### config.mk
export PLATFORM = sky130hd
export DESIGN_NAME = hreg_port
export DESIGN_NICKNAME = d
export VERILOG_FILES = /design/src/rtl/hreg_pkg.sv /design/src/rtl/hreg_sync.sv /design/src/rtl/hreg_strobe.sv /design/src/rtl/hreg_bank.sv /design/src/rtl/hreg_port.sv
export SDC_FILE = /design/constraint.sdc
export NUM_CORES = 2
export LEC_CHECK = 0
export BUFFER_PORTS_ARGS = -buffer_cell sky130_fd_sc_hd__buf_4
export CORE_MARGIN = 2
export CORE_UTILIZATION = 45
export DETAILED_ROUTE_END_ITERATION = 10
export PLACE_DENSITY_LB_ADDON = 0.08
export SETUP_SLACK_MARGIN = 0.02
export SLEW_MARGIN = 20
export SYNTH_ARGS = -nofsm -noshare
export SYNTH_HDL_FRONTEND = slang
export SYNTH_HIERARCHICAL = 1
export SYNTH_SLANG_ARGS = --single-unit
### constraint.sdc
create_clock -name clk -period 4.4 [get_ports clk]
set_clock_uncertainty 0.2 [all_clocks]
set_input_delay 0.44 -clock clk [delete_from_list [all_inputs] [get_ports clk]]
set_output_delay 0.44 -clock clk [all_outputs]
set_load 0.1 [all_outputs]
### src/rtl/hreg_pkg.sv
package hreg_pkg;
  localparam logic [3:0] A_ID    = 4'h0;
  localparam logic [3:0] A_MODE  = 4'h1;
  localparam logic [3:0] A_CTRL  = 4'h2;
  localparam logic [3:0] A_PTR   = 4'h3;
  localparam logic [3:0] A_DATA  = 4'h4;
  localparam logic [3:0] A_SCR0  = 4'h8;

  localparam logic [1:0] DW_RSVD = 2'b11;
  localparam logic [1:0] DW_16   = 2'b01;

  localparam int HALF = 16;
  localparam int BUS  = 32;
endpackage

### src/rtl/hreg_sync.sv
module hreg_sync #(
  parameter int W = 1
) (
  input  logic         clk,
  input  logic         rst_n,
  input  logic [W-1:0] d,
  output logic [W-1:0] q
);
  logic [W-1:0] meta;

  always_ff @(posedge clk or negedge rst_n) begin
    if (!rst_n) begin
      meta <= '0;
      q    <= '0;
    end else begin
      meta <= d;
      q    <= meta;
    end
  end
endmodule

### src/rtl/hreg_strobe.sv
module hreg_strobe #(
  parameter int N = 2
) (
  input  logic         clk,
  input  logic         rst_n,
  input  logic [N-1:0] act,
  output logic [N-1:0] rise
);
  logic [N-1:0] lvl, lvl_d;

  hreg_sync #(.W(N)) u_sync (.clk(clk), .rst_n(rst_n), .d(act), .q(lvl));

  always_ff @(posedge clk or negedge rst_n) begin
    if (!rst_n) lvl_d <= '0;
    else        lvl_d <= lvl;
  end

  assign rise = lvl & ~lvl_d;

  for (genvar i = 0; i < N; i++) begin : g_chk

    single_event_chk: assert property (@(posedge clk) disable iff (!rst_n)
      rise[i] |=> !rise[i]);
  end
endmodule

### src/rtl/hreg_bank.sv
module hreg_bank #(
  parameter int DEPTH = 64,
  parameter int IA_W  = 8,
  parameter int DW    = 32
) (
  input  logic            clk,
  input  logic            rst_n,
  input  logic            we,
  input  logic [IA_W-1:0] idx,
  input  logic [DW-1:0]   wdat,
  output logic [DW-1:0]   rdat
);
  localparam int AW = (DEPTH > 1) ? $clog2(DEPTH) : 1;

  logic [DW-1:0] mem [DEPTH];
  logic          in_range;

  assign in_range = ({1'b0, idx} < (IA_W+1)'(DEPTH));

  always_ff @(posedge clk or negedge rst_n) begin
    if (!rst_n) begin
      for (int i = 0; i < DEPTH; i++) mem[i] <= '0;
    end else if (we && in_range) begin
      mem[idx[AW-1:0]] <= wdat;
    end
  end

  assign rdat = in_range ? mem[idx[AW-1:0]] : '0;
endmodule

### src/rtl/hreg_port.sv
module hreg_port #(
  parameter int          DEPTH    = 64,
  parameter int          IA_W     = 8,
  parameter int          N_SCR    = 4,
  parameter logic [15:0] ID_VALUE = 16'h2C5A
) (
  input  logic        clk,
  input  logic        rst_n,
  input  logic        cs_n,
  input  logic        rd_n,
  input  logic        wr_n,
  input  logic [3:0]  addr,
  input  logic [31:0] wdata,
  output logic [31:0] rdata,
  output logic        ctl_wide,
  output logic [1:0]  data_width
);
  import hreg_pkg::*;

  localparam int SW = 4 + BUS;

  // synchronised strobes and bus
  logic [1:0]    evt;
  logic          rd_evt, wr_evt;
  logic [SW-1:0] bus_q;
  logic [3:0]    a;
  logic [31:0]   wd;

  hreg_strobe #(.N(2)) u_strobe (
    .clk(clk), .rst_n(rst_n),
    .act({~cs_n & ~wr_n, ~cs_n & ~rd_n}),
    .rise(evt)
  );
  assign rd_evt = evt[0];
  assign wr_evt = evt[1];

  hreg_sync #(.W(SW)) u_bus (.clk(clk), .rst_n(rst_n), .d({addr, wdata}), .q(bus_q));
  assign a  = bus_q[SW-1 -: 4];
  assign wd = bus_q[BUS-1:0];

  // register state
  logic            ctl32, inc_en, half;
  logic [1:0]      dw;
  logic [IA_W-1:0] ptr;
  logic [15:0]     hi_buf, lo_hold;
  logic [15:0]     scr [N_SCR];
  logic [31:0]     bank_rd, bank_wd, rd_mux;
  logic            data_acc, word_done, bank_we;

  assign data_acc  = (rd_evt || wr_evt) && (a == A_DATA);
  assign word_done = data_acc && (ctl32 || half);
  assign bank_we   = wr_evt && (a == A_DATA) && (ctl32 || half);
  assign bank_wd   = ctl32 ? wd : {hi_buf, wd[15:0]};

  hreg_bank #(.DEPTH(DEPTH), .IA_W(IA_W), .DW(BUS)) u_bank (
    .clk(clk), .rst_n(rst_n), .we(bank_we), .idx(ptr), .wdat(bank_wd), .rdat(bank_rd)
  );

  always_ff @(posedge clk or negedge rst_n) begin
    if (!rst_n) begin
      ctl32  <= 1'b0;
      dw     <= DW_16;
      inc_en <= 1'b0;
    end else if (wr_evt) begin
      if (a == A_MODE) begin
        ctl32 <= wd[0];
        if (wd[2:1] != DW_RSVD) dw <= wd[2:1];
      end
      if (a == A_CTRL) inc_en <= wd[0];
    end
  end

  always_ff @(posedge clk or negedge rst_n) begin
    if (!rst_n) begin
      ptr <= '0;
    end else if (wr_evt && (a == A_PTR)) begin
      ptr <= wd[IA_W-1:0];
    end else if (word_done && inc_en) begin
      ptr <= ptr + 1'b1;
    end
  end

  always_ff @(posedge clk or negedge rst_n) begin
    if (!rst_n) begin
      half    <= 1'b0;
      hi_buf  <= '0;
      lo_hold <= '0;
    end else begin
      if (wr_evt && ((a == A_PTR) || (a == A_MODE))) half <= 1'b0;
      else if (data_acc && !ctl32)                   half <= ~half;
      if (wr_evt && (a == A_DATA) && !ctl32 && !half) hi_buf  <= wd[15:0];
      if (rd_evt && (a == A_DATA) && !ctl32 && !half) lo_hold <= bank_rd[15:0];
    end
  end

  for (genvar i = 0; i < N_SCR; i++) begin : g_scr
    always_ff @(posedge clk or negedge rst_n) begin
      if (!rst_n) scr[i] <= '0;
      else if (wr_evt && (a == A_SCR0 + 4'(i))) scr[i] <= wd[15:0];
    end
  end

  always_comb begin
    rd_mux = '0;
    if (a == A_ID)        rd_mux = {16'h0, ID_VALUE};
    else if (a == A_MODE) rd_mux = {29'h0, dw, ctl32};
    else if (a == A_CTRL) rd_mux = {31'h0, inc_en};
    else if (a == A_PTR)  rd_mux = 32'(ptr);
    else if (a == A_DATA) begin
      if (ctl32)     rd_mux = bank_rd;
      else if (half) rd_mux = {16'h0, lo_hold};
      else           rd_mux = {16'h0, bank_rd[31:16]};
    end else begin
      for (int i = 0; i < N_SCR; i++)
        if (a == A_SCR0 + 4'(i)) rd_mux = {16'h0, scr[i]};
    end
  end

  always_ff @(posedge clk or negedge rst_n) begin
    if (!rst_n)      rdata <= '0;
    else if (rd_evt) rdata <= rd_mux;
  end

  assign ctl_wide   = ctl32;
  assign data_width = dw;


  rdata_hold_chk: assert property (@(posedge clk) disable iff (!rst_n)
    !rd_evt |=> $stable(rdata));

  upper_zero_chk: assert property (@(posedge clk) disable iff (!rst_n)
    (rd_evt && (a != A_DATA) && (a != A_PTR)) |=> (rdata[31:16] == 16'h0));

  ptr_idle_chk: assert property (@(posedge clk) disable iff (!rst_n)
    !(rd_evt || wr_evt) |=> $stable(ptr));

  dw_legal_chk: assert property (@(posedge clk) disable iff (!rst_n)
    data_width != DW_RSVD);
endmodule

==> impl_summary.txt <==
----------------------------------------------------
[Route]
  Vias/cell ... 6.256
  Detailed-route DRC error count ... 0
  DRT Pass-1 Iters ... 7
  Count of antenna-violating nets left after detailed routing ... 0
  Amount of wire on met3 after detailed routing ... 18.64 mm
  Via count of the routed design ... 68750
  DRC violation total after the first TritonRoute iteration ... 5632
  WL final ... 355.5 mm
  Max Used Layer ... met5
  Average wire length per cell after detail routing ... 32.35 µm
  Total met2 wirelength after detailed routing ... 164.5 mm
  Met1 Routed Length ... 153.7 mm

[Clock tree]
  Depth of the CTS H-tree ... 5
  Clock net sink count ... 2267
  Number of buffers inserted during clock tree synthesis ... 275
  CTS tree ... yes
  Clock Pin Slew Worst Setup and Hold Paths ... 0.06 ns
  Worst-Skew Late Latency ... 0.95 ns
  Clock Tree Root ... clkbuf_16
  Buffers from clock root to sink, at most ... 4

[Status]
  Status ... finished, violations left
  Violated checks ... negative setup slack

[Floorplan]
  Starting utilization of the core area ... 45.26%
  Count of standard-cell rows ... 175
  Die X ... 482.3 µm
  Core Area ... 227500 µm²
  Total Die Area ... 232600 µm²
  Die extent in y ... 482.3 µm
  I/O pin count ... 76

[Synthesis]
  Top cells by area in the synthesized netlist ... dfrtp_1, mux2_2, a221oi_1
  Avg Inst Size Synth ... 13.48 µm²
  Seq/Total Area, Yosys ... 55.10%
  Most used DFF post-synth ... dfrtp_1
  Yosys top cell area share ... 55.08%
  Post-synthesis cell type count ... 75
  Cell area after synthesis ... 103000 µm²
  Cell taking the most area after synthesis ... dfrtp_1
  Synth Warn # ... 6
  Number of instances in the synthesized netlist ... 7638
  Async SR Flop Fraction ... 100.0%
  Synthesized net count ... 7680
  Number of synthesized flops with an enable pin ... 0
  FF+latch count, synth ... 2267

[STA]
  Count of endpoints failing hold in the final timing report ... 0
  Slew headroom ... 18.72%
  Period minus WS final ... 4.423 ns
  Setup violation total in the final timing report ... 1
  Worst Tran Pin Value ... 1.217 ns
  Total negative slack for setup checks ... -0.02340 ns
  Final worst slack ... -0.02340 ns
  Max-slew violation count ... 0
  Fmax ... 226.1 MHz
  Final worst-path cycle share ... 100.5%
  Hold_ws ... 0.04918 ns

[GRT]
  Tot GR Track Use ... 30.45%
  Largest net degree at the start of global routing ... 133
  Overall overflow remaining after global route ... 0
  Number of antenna violations at the first check in global routing ... 19
  Wire length of the first global-routing pass ... 516.0 mm
  Number of global-route vias before repair ... 70400

[Power and ir drop]
  Power density over the cells ... 447.3 nW/µm²
  Maximum resistive drop on vdd ... 0.3540 mV
  Power, Total ... 53.19 mW
  Static Leak ... 57.05 nW

[Placement]
  Number of buffer cells added on primary ports ... 75
  Placed cell area ... 109100 µm²
  Post-placement setup slack ... -0.3458 ns
  Detailed placement HPWL ... 224.9 mm
  Final weighted congestion of routability-driven global placement ... 0.9167
  # placed instances ... 10430

[Worst setup path]
  Setup crit start kind ... flip-flop
  Crit. Startpoint ... ptr[1]$_DFFE_PN0P_
  Data arrival time of the worst path ... 5.00 ns
  Crit path required time ... 4.98 ns
  Flop2flop setup slack ... -0.02 ns
  Endpoint kind of the worst setup timing path ... flip-flop
  Worst Path Class, Setup ... flip-flop to flip-flop
  Critical-path cell list ... buf_12 -> buf_12 -> mux2_2 -> a221oi_1 -> nor2_1 -> o21ai_0 -> a41oi_1 -> mux2_2 -> mux2i_1 -> buf_4 -> a2111oi_0 -> o22a_1
  Buffer and inverter count on the worst path ... 3
  CP peak stage delay ... 0.61 ns
  Cell with the largest stage delay on the worst path ... dfrtp_4
  Highest fanout seen on the critical path ... 38
  Origin of the critical flop-to-flop path ... ptr[1]$_DFFE_PN0P_
  Cell type group with the largest total delay on the critical path ... compound AO/OA/AOI/OAI gates

[Run]
  Max_cap viols ... 0

[Worst hold path]
  Class of the most critical hold timing path ... input pin to async pin

[Finish]
  Layout Area Growth over Synthesis ... 15.49%
  Commonest non-fill, non-tap cell in the layout ... dfrtp_1
  Final net count ... 7824
  Utilization of the core after routing ... 52.27%
  Filler-free cell count of the finished design ... 10990
  Non-Filler Cell Area, Final ... 118900 µm²
  Layout cell share with drive strength beyond 1 ... 42.22%
  Most frequent cells in the layout ... dfrtp_1, mux2_2, buf_4

----------------------------------------------------
==> cells in the mapped netlist, types with 43 or more instances <==
library cell / number
a21oi_1: 94
a221oi_1: 279
a22oi_1: 289
and3_1: 69
buf_1: 129
buf_2: 235
clkbuf_1: 428
dfrtp_1: 2266
mux2_1: 135
mux2_2: 2125
mux2i_1: 178
mux4_2: 77
nand2_1: 189
nand2b_1: 107
nand3_1: 43
nand3b_1: 50
nor2_1: 58
nor3_1: 67
nor3b_1: 64
nor4_1: 44
o21ai_0: 138
o22ai_1: 125
==> area by class of cell <==
class / instances / area [µm²]
timing repair buffer: 687 / 6480
clock inverter: 54 / 619.3
antenna: 14 / 35.03
multi-input combinational: 4517 / 42920
sequential: 2267 / 56800
clock buffer: 407 / 8149
inverter: 34 / 135.1
tap: 3009 / 3765
fill: 19300 / 108600
==> metal layers <==
layer | up-vias | global-route usage [%]
met2 | 2098 | 47.79
met1 | 37170 | 41.95
li1 | 28820 | -
met5 | - | 0
met4 | 2 | 14.29
met3 | 653 | 4.127
==> worst reg2reg max path: cells and delay by family, from the launching register on <==
family	cells	cell delay, ns
AND/OR/NAND/NOR	1	0.10
AO/OA/AOI/OAI	5	1.52
multiplexers	3	1.11
buffers and inverters	3	0.75
flip-flops	1	0.61
==> what timing repair did <==
item                                    CTS  global route
endpoints found under the setup margin    4             9
endpoints found under the hold margin   765             0
gates resized for setup                   6            14
hold buffers                             81             0
setup buffers                             0             6
==> flip-flops by register name, indices dropped and copies added (netlist names) <==
register,flops
u_bank/mem,2048
scr,64
u_bus/meta,36
u_bus/q,36
rdata,32
hi_buf,16
lo_hold,16
ptr,8
data_width,2
u_strobe/lvl_d,2
u_strobe/u_sync/meta,2
u_strobe/u_sync/q,2
ctl_wide,1
half,1
inc_en,1
==> worst paths after layout <==
check / to / depth (start not counted)
max in group asynchronous: u_bank/mem[1744]$_DFFE_PN0P_ / 3
worst max-delay path: rdata[11]$_DFFE_PN0P_ / 12
worst max register to register: rdata[11]$_DFFE_PN0P_ / 12
worst min register to register: u_bus/q[5]$_DFF_PN0_ / 0
min in group clk: u_bus/q[5]$_DFF_PN0_ / 0
worst min-delay path: u_bank/mem[25]$_DFFE_PN0P_ / 2
==> logic make-up (layout without fill, tap and decap cells) <==
family	count (synthesis)	in the layout	share of synthesized area [%]
AND/OR/NAND/NOR	788	788	4.432
multiplexers	2517	2517	28.16
flip-flops	2267	2267	55.10
other	0	14	0
adder cells (fa/ha/maj)	1	1	0.01215
AO/OA/AOI/OAI	1208	1208	8.733
buffers and inverters	854	1182	3.533
XOR/XNOR	3	3	0.02553
==> report_power, final <==
part	switching (mW)	internal, mW
Sequential	0.387	21.1
Clock	8.85	13.4
Combinational	6.67	2.72
Total	15.9	37.3
(Power assumes the default switching activity.)
